[src/rtl/dmairq_pkg.sv]
package dmairq_pkg;

  localparam int unsigned DW = 8;

  // source bit positions (the register layout depends on these)
  localparam int unsigned SRC_ILLEGAL = 0;
  localparam int unsigned SRC_SCRIPT  = 2;
  localparam int unsigned SRC_STEP    = 3;
  localparam int unsigned SRC_ABORT   = 4;
  localparam int unsigned SRC_BUSFLT  = 5;
  localparam int unsigned SRC_PARITY  = 6;

  function automatic logic [DW-1:0] defined_mask();
    logic [DW-1:0] m;
    m = '0;
    m[SRC_ILLEGAL] = 1'b1;
    m[SRC_SCRIPT]  = 1'b1;
    m[SRC_STEP]    = 1'b1;
    m[SRC_ABORT]   = 1'b1;
    m[SRC_BUSFLT]  = 1'b1;
    m[SRC_PARITY]  = 1'b1;
    return m;
  endfunction

  localparam logic [DW-1:0] DEF_MASK = defined_mask();

  // keep only bits that name a real source
  function automatic logic [DW-1:0] keep_defined(input logic [DW-1:0] v);
    return v & DEF_MASK;
  endfunction

  // next value of one status flag: new event wins over a clearing read
  function automatic logic flag_next(input logic cur, input logic clr, input logic evt);
    return (cur & ~clr) | evt;
  endfunction

  // next value of the pin latch: read clears, any enabled flag sets
  function automatic logic latch_next(input logic cur, input logic clr, input logic set);
    return clr ? 1'b0 : (cur | set);
  endfunction

  // next value of the halt request
  function automatic logic halt_next(input logic cur, input logic evt, input logic ack,
                                     input logic sts_zero);
    return evt | (cur & ~(ack & sts_zero));
  endfunction

  typedef enum logic {SEL_ENABLE = 1'b0, SEL_STATUS = 1'b1} reg_sel_e;

endpackage

[src/rtl/dmairq_enable_reg.sv]
module dmairq_enable_reg
  import dmairq_pkg::*;
#(
  parameter int unsigned          W    = DW,
  parameter logic [W-1:0]         LIVE = DEF_MASK
) (
  input  logic         clk,
  input  logic         rst_n,
  input  logic         wr_i,
  input  logic [W-1:0] wdata_i,
  output logic [W-1:0] en_o
);

  for (genvar i = 0; i < W; i++) begin : g_bit
    if (LIVE[i]) begin : g_live
      logic bit_q;
      always_ff @(posedge clk or negedge rst_n) begin
        if (!rst_n)    bit_q <= 1'b0;
        else if (wr_i) bit_q <= wdata_i[i];
      end
      assign en_o[i] = bit_q;
    end else begin : g_rsvd
      assign en_o[i] = 1'b0;
    end
  end

endmodule

[src/rtl/dmairq_status_reg.sv]
module dmairq_status_reg
  import dmairq_pkg::*;
#(
  parameter int unsigned  W    = DW,
  parameter logic [W-1:0] LIVE = DEF_MASK
) (
  input  logic         clk,
  input  logic         rst_n,
  input  logic         clr_i,
  input  logic [W-1:0] evt_i,
  output logic [W-1:0] sts_o
);

  for (genvar i = 0; i < W; i++) begin : g_bit
    if (LIVE[i]) begin : g_live
      logic bit_q;
      always_ff @(posedge clk or negedge rst_n) begin
        if (!rst_n) bit_q <= 1'b0;
        else        bit_q <= flag_next(bit_q, clr_i, evt_i[i]);
      end
      assign sts_o[i] = bit_q;
    end else begin : g_rsvd
      assign sts_o[i] = 1'b0;
    end
  end

endmodule

[src/rtl/dmairq_pin_latch.sv]
module dmairq_pin_latch
  import dmairq_pkg::*;
(
  input  logic clk,
  input  logic rst_n,
  input  logic clr_i,
  input  logic set_i,
  output logic irq_n_o
);

  logic lat_q;

  always_ff @(posedge clk or negedge rst_n) begin
    if (!rst_n) lat_q <= 1'b0;
    else        lat_q <= latch_next(lat_q, clr_i, set_i);
  end

  assign irq_n_o = ~lat_q;

endmodule

[src/rtl/dmairq_halt_ctrl.sv]
module dmairq_halt_ctrl
  import dmairq_pkg::*;
(
  input  logic clk,
  input  logic rst_n,
  input  logic evt_i,
  input  logic ack_i,
  input  logic sts_zero_i,
  output logic halt_o
);

  logic halt_q;

  always_ff @(posedge clk or negedge rst_n) begin
    if (!rst_n) halt_q <= 1'b0;
    else        halt_q <= halt_next(halt_q, evt_i, ack_i, sts_zero_i);
  end

  assign halt_o = halt_q;

endmodule

[src/rtl/dmairq_ctrl.sv]
module dmairq_ctrl
  import dmairq_pkg::*;
(
  input  logic          clk,
  input  logic          rst_n,
  input  logic          reg_wr_i,
  input  logic          reg_rd_i,
  input  logic          reg_sel_i,
  input  logic [DW-1:0] reg_wdata_i,
  output logic [DW-1:0] reg_rdata_o,
  input  logic [DW-1:0] src_evt_i,
  input  logic          restart_ack_i,
  output logic          dma_pend_o,
  output logic          halt_req_o,
  output logic          irq_n_o
);

  // named internal events, also seen by the checker
  logic [DW-1:0] ev_vld;
  logic          ev_any;
  logic          en_wr;
  logic          rd_clr;
  logic [DW-1:0] en_q;
  logic [DW-1:0] sts_q;
  logic          pin_set;
  logic          sts_zero;

  assign ev_vld   = keep_defined(src_evt_i);
  assign ev_any   = |ev_vld;
  assign en_wr    = reg_wr_i & (reg_sel_i == SEL_ENABLE);
  assign rd_clr   = reg_rd_i & (reg_sel_i == SEL_STATUS);
  assign pin_set  = |(sts_q & en_q);
  assign sts_zero = (sts_q == '0);

  dmairq_enable_reg #(.W(DW), .LIVE(DEF_MASK)) u_en (
    .clk     (clk),
    .rst_n   (rst_n),
    .wr_i    (en_wr),
    .wdata_i (reg_wdata_i),
    .en_o    (en_q)
  );

  dmairq_status_reg #(.W(DW), .LIVE(DEF_MASK)) u_sts (
    .clk   (clk),
    .rst_n (rst_n),
    .clr_i (rd_clr),
    .evt_i (ev_vld),
    .sts_o (sts_q)
  );

  dmairq_pin_latch u_pin (
    .clk     (clk),
    .rst_n   (rst_n),
    .clr_i   (rd_clr),
    .set_i   (pin_set),
    .irq_n_o (irq_n_o)
  );

  dmairq_halt_ctrl u_halt (
    .clk        (clk),
    .rst_n      (rst_n),
    .evt_i      (ev_any),
    .ack_i      (restart_ack_i),
    .sts_zero_i (sts_zero),
    .halt_o     (halt_req_o)
  );

  assign reg_rdata_o = (reg_sel_i == SEL_STATUS) ? sts_q : en_q;
  assign dma_pend_o  = ~sts_zero;

endmodule

[config.mk]
export PLATFORM = sky130hd
export DESIGN_NAME = dmairq_ctrl
export DESIGN_NICKNAME = d
export VERILOG_FILES = /design/src/rtl/dmairq_pkg.sv /design/src/rtl/dmairq_enable_reg.sv /design/src/rtl/dmairq_status_reg.sv /design/src/rtl/dmairq_pin_latch.sv /design/src/rtl/dmairq_halt_ctrl.sv /design/src/rtl/dmairq_ctrl.sv
export SDC_FILE = /design/constraint.sdc
export NUM_CORES = 1
export LEC_CHECK = 0
export BUFFER_PORTS_ARGS = -buffer_cell sky130_fd_sc_hd__buf_2
export CORE_MARGIN = 1
export CORE_UTILIZATION = 43
export CTS_CLUSTER_DIAMETER = 60
export DETAILED_ROUTE_END_ITERATION = 8
export MAX_ROUTING_LAYER = met4
export PLACE_DENSITY_LB_ADDON = 0.2
export SYNTH_ARGS = -nofsm -noshare
export SYNTH_HDL_FRONTEND = slang
export SYNTH_SLANG_ARGS = --single-unit
[constraint.sdc]
create_clock -name clk -period 1.7 [get_ports clk]
set_input_delay 0.34 -clock clk [delete_from_list [all_inputs] [get_ports clk]]
set_output_delay 0.34 -clock clk [all_outputs]
set_load 0.03 [all_outputs]
# Word level (Yosys, flattened, before mapping)

Cells that the tools add are included.

Bitwise logic cells: 24
Reduce and logical (&&, ||, !) cells: 3
Muxes and demuxes: 2

Operator list:

| cell            | count |
|---|---|
| $and 1x1->1     | 10 |
| $logic_not 8->1 | 1 |
| $or 1x1->1      | 8 |
| $reduce_or 8->1 | 1 |
| $and 7x7->7     | 1 |
| $mux 7          | 1 |
| $reduce_or 6->1 | 1 |
| $not 1->1       | 5 |
| $mux 1          | 1 |

Input bits: 22
Register bits: 14
Word-level logic and storage cells: 43
Output and inout port bits: 11

# Logic depth before layout (Yosys ltp)

Word-level depth: 5
Mapped depth: 4

# Modules after synthesis

A second synthesis with hierarchy kept.

Cells, all modules: 74
Area total of the unflattened synthesis: 839.6 µm²

By module, submodules not included:

| module            | seq. area each (µm²) | area an instance (µm²) | times used | cells an instance |
|---|---|---|---|---|
| dmairq_enable_reg | 150.1                | 315.3                  | 1          | 22 |
| dmairq_status_reg | 150.1                | 262.8                  | 1          | 22 |
| dmairq_ctrl       | 0.0                  | 186.4                  | 1          | 24 |
| dmairq_pin_latch  | 25.0                 | 38.8                   | 1          | 3 |
| dmairq_halt_ctrl  | 25.0                 | 36.3                   | 1          | 3 |

# Least setup slack after synthesis

No wires, ideal clock.

Path type: flip-flop to output port
Start point: register u_sts.g_bit[6].g_live.bit_q
End point: output dma_pend_o
Buffers on the path: 0
Required time: 1.360 ns
Cell stages (with the launch flop): 3
Setup slack: -0.010 ns
Arrival time: 1.370 ns
Cell sequence: dfrtp_1 > or4_4 > or3_1

Cells in the longest elaborated chain, start to end: 2

Ends and longest elaborated chain:

| item                   | RTL line                | source |
|---|---|---|
| start, declared        | dmairq_status_reg.sv:16 | `logic bit_q;` |
| start signal, assigned | dmairq_status_reg.sv:19 | `else bit_q <= flag_next(bit_q, clr_i, evt_i[i]);` |
| $logic_not 8->1        | dmairq_ctrl.sv:33       | `assign sts_zero = (sts_q == '0);` |
| $not 1->1              | dmairq_ctrl.sv:69       | `assign dma_pend_o = ~sts_zero;` |
| end, declared          | dmairq_ctrl.sv:13       | `output logic dma_pend_o,` |

Every way passes these cells.

# Worst setup path in the final report

Same ends and word-level chain as after synthesis.

==> impl_metrics.tcl <==
set metrics [dict create \
    yosysTopAreaCell "dfrtp_1" \
    power_mw 0.757 \
    dieArea_um2 1690 \
    netlist_area_um2 658 \
    maxSlewViolCount 0 \
    hold_violations 0 \
    peakVddDrop_mv 0.541 \
    skew_ns 0.00546 \
    power.density_nw_per_um2 849 \
    ys_top_cells_by_count "14 x dfrtp_1, 12 x mux2_2, 5 x a21o_1" \
    required_ns 1.36 \
    holdWs_ns 0.254 \
    gp_congestion 0.760 \
    hpwl_um 991 \
    drive_gt1_frac 0.612 \
    vias_per_cell 5.07 \
    yosys.area.top_type_share 0.532 \
    switching_power_mw 0.218 \
    post-place-ws_ns -0.0461 \
    crit_fanout 2 \
    path_clk_slew_ns 0.08 \
    start_util 0.482 \
    swShare 0.288 \
    end_kind "output port" \
    avgSynthCellArea_um2 12.9 \
    rows 13 \
    grt_pass1_vias 501 \
    rsz0062_at_grt "true" \
    antenna_found_initial 0 \
    die_w_um 41.1 \
    final_antenna_net_count 0 \
    cts_buffers 3 \
    final_nets 109 \
    grt_pass1_wl_mm 2.15 \
    diodes 0 \
    p_leak_nw 0.421 \
    final_core_util 0.653 \
    synth_cell_types 20 \
    p_seq_frac 0.514 \
    fmax_ghz 0.497 \
    grt_max_degree 15 \
    syn_inst 51 \
    vias 507 \
    synth_most_common_cell "dfrtp_1" \
    p_comb_frac 0.253 \
    internal_power_mw 0.539 \
    crit_type "reg -> out" \
    wl_per_cell_um 12.7 \
    setup_violations 1 \
    clk_latency_ns 0.27 \
    io_pins 33 \
    first_pass_iters 4 \
    period_share 1.18 \
    setup-tns-final_ns -0.312 \
    arrival_ns 1.67 \
    async_flop_share 1.00 \
    drv_cap 0 \
    drtIter0Drc 2 \
    wl_mm 1.27 \
    htreeDepth 1 \
    setup_ws_ns -0.312 \
    overflow 0 \
    drc 0 \
    hp-class "in -> reg" \
    synth.ff_latch_count 14 \
    areaGrowthSynthToFinish_pct 35.6 \
    cp-start-kind "flop" \
    yosys-top-cells-area "dfrtp_1 53%, mux2_2 21%, a21o_1 5.7%" \
    synth-seq-area-share 0.532 \
    clkSinkCount 14 \
    cts_tree "done" \
    synth-edff-count 0 \
    ys.flop_type "dfrtp_1" \
    port_buffers 26 \
    slowest_delay_ns 0.54 \
    die_y_um 41.1 \
    path_cells "or4_4 > or3_4 > buf_6" \
    cts_buffer_depth 2 \
    fin_crit_ns 2.01 \
    cp_slowest_cell "or4_4" \
    violations "negative setup slack" \
    cts_root_buf "clkbuf_4" \
    synth_warnings 0 \
    grt_usage 0.209 \
    outcome "finished with violations" \
    clockPowerShare 0.233 \
    core_area_um2 1370 \
]
-- registers in the layout, indices dropped and copies added (netlist names) --
signal                    count
u_halt.halt_o                 1
u_pin.lat_q                   1
u_en.g_bit.g_live.bit_q       6
u_sts.g_bit.g_live.bit_q      6
-- timing repair --
action,in CTS,in global routing
buffers inserted,1,1
resized for setup,2,4
endpoints found under the setup margin,1,2
endpoints found under the hold margin,14,0
hold buffers,1,0
-- logic make-up (layout without fill, tap and decap cells) --
logic type / Yosys count / count (layout) / share of synthesized area
buffers and inverters: 6 / 39 / 0.0494
muxes: 12 / 12 / 0.205
AOI/OAI and AO/OA: 11 / 11 / 0.143
and+or+nand+nor: 7 / 7 / 0.0646
DFF: 14 / 14 / 0.532
other: 1 / 2 / 0.00570
-- stage by stage --
step | instance area [um2] | std cells
6_report | 892 | 100
5_1_grt | 892 | 100
4_1_cts | 882 | 100
3_5_place_dp | 836 | 95
3_3_place_gp | 836 | 95
2_1_floorplan | 667 | 52
-- worst max-delay path: cells and delay by family (launching register included) --
kind                   cells  cell delay, ns
buffers and inverters      1            0.14
and+or+nand+nor            2            0.88
DFF                        1            0.38
-- layer usage --
| metal | GRT usage | routed length [um] |
|---|---|---|
| met1 | 0.265 | 545 |
| met2 | 0.328 | 652 |
| met4 | 0.0726 | 0 |
| met3 | 0.0489 | 72 |
| met5 | - | 0 |
-- layout make-up --
| type | count | area, um2 |
|---|---|---|
| Clock buffer | 3 | 22.5 |
| Tap cell | 15 | 18.8 |
| Multi-Input combinational cell | 32 | 288 |
| Fill cell | 111 | 474 |
| Sequential cell | 14 | 350 |
| Timing Repair Buffer | 34 | 205 |
| Inverter | 2 | 7.51 |
-- placed cells by master, fill, tap and decap left out, types with 2 or more instances in the layout --
cell,count
mux2_2,11
clkbuf_4,3
buf_6,2
buf_2,24
inv_1,2
a21o_1,5
buf_4,7
conb_1,2
dfrtp_1,14
-- path summary, 6_finish.rpt --
kind / to / depth (start not counted) / from / slack, ns
max: dma_pend_o / 3 / u_sts.g_bit[6].g_live.bit_q / -0.31
min: u_pin.lat_q / 2 / reg_rd_i / 0.25
max reg2reg: u_halt.halt_o / 4 / u_sts.g_bit[6].g_live.bit_q / 0.19
min reg2reg: u_halt.halt_o / 2 / u_halt.halt_o / 0.53
max in group asynchronous: u_en.g_bit[0].g_live.bit_q / 2 / rst_n / 0.98
min in group asynchronous: u_sts.g_bit[3].g_live.bit_q / 2 / rst_n / 0.48
-- power by group through the flow --
| stage | Clock (mW) | Combinational, mW | Sequential [mW] |
|---|---|---|---|
| 5_1_grt | 0.205 | 0.212 | 0.394 |
| 3_3_place_gp | 0 | 0.180 | 0.395 |
| 3_5_place_dp | 0 | 0.182 | 0.396 |
| 4_1_cts | 0.188 | 0.187 | 0.389 |
| 2_1_floorplan | 0 | 0.122 | 0.391 |
| 6_report | 0.176 | 0.192 | 0.389 |
Power figures use the tool's default switching activity.
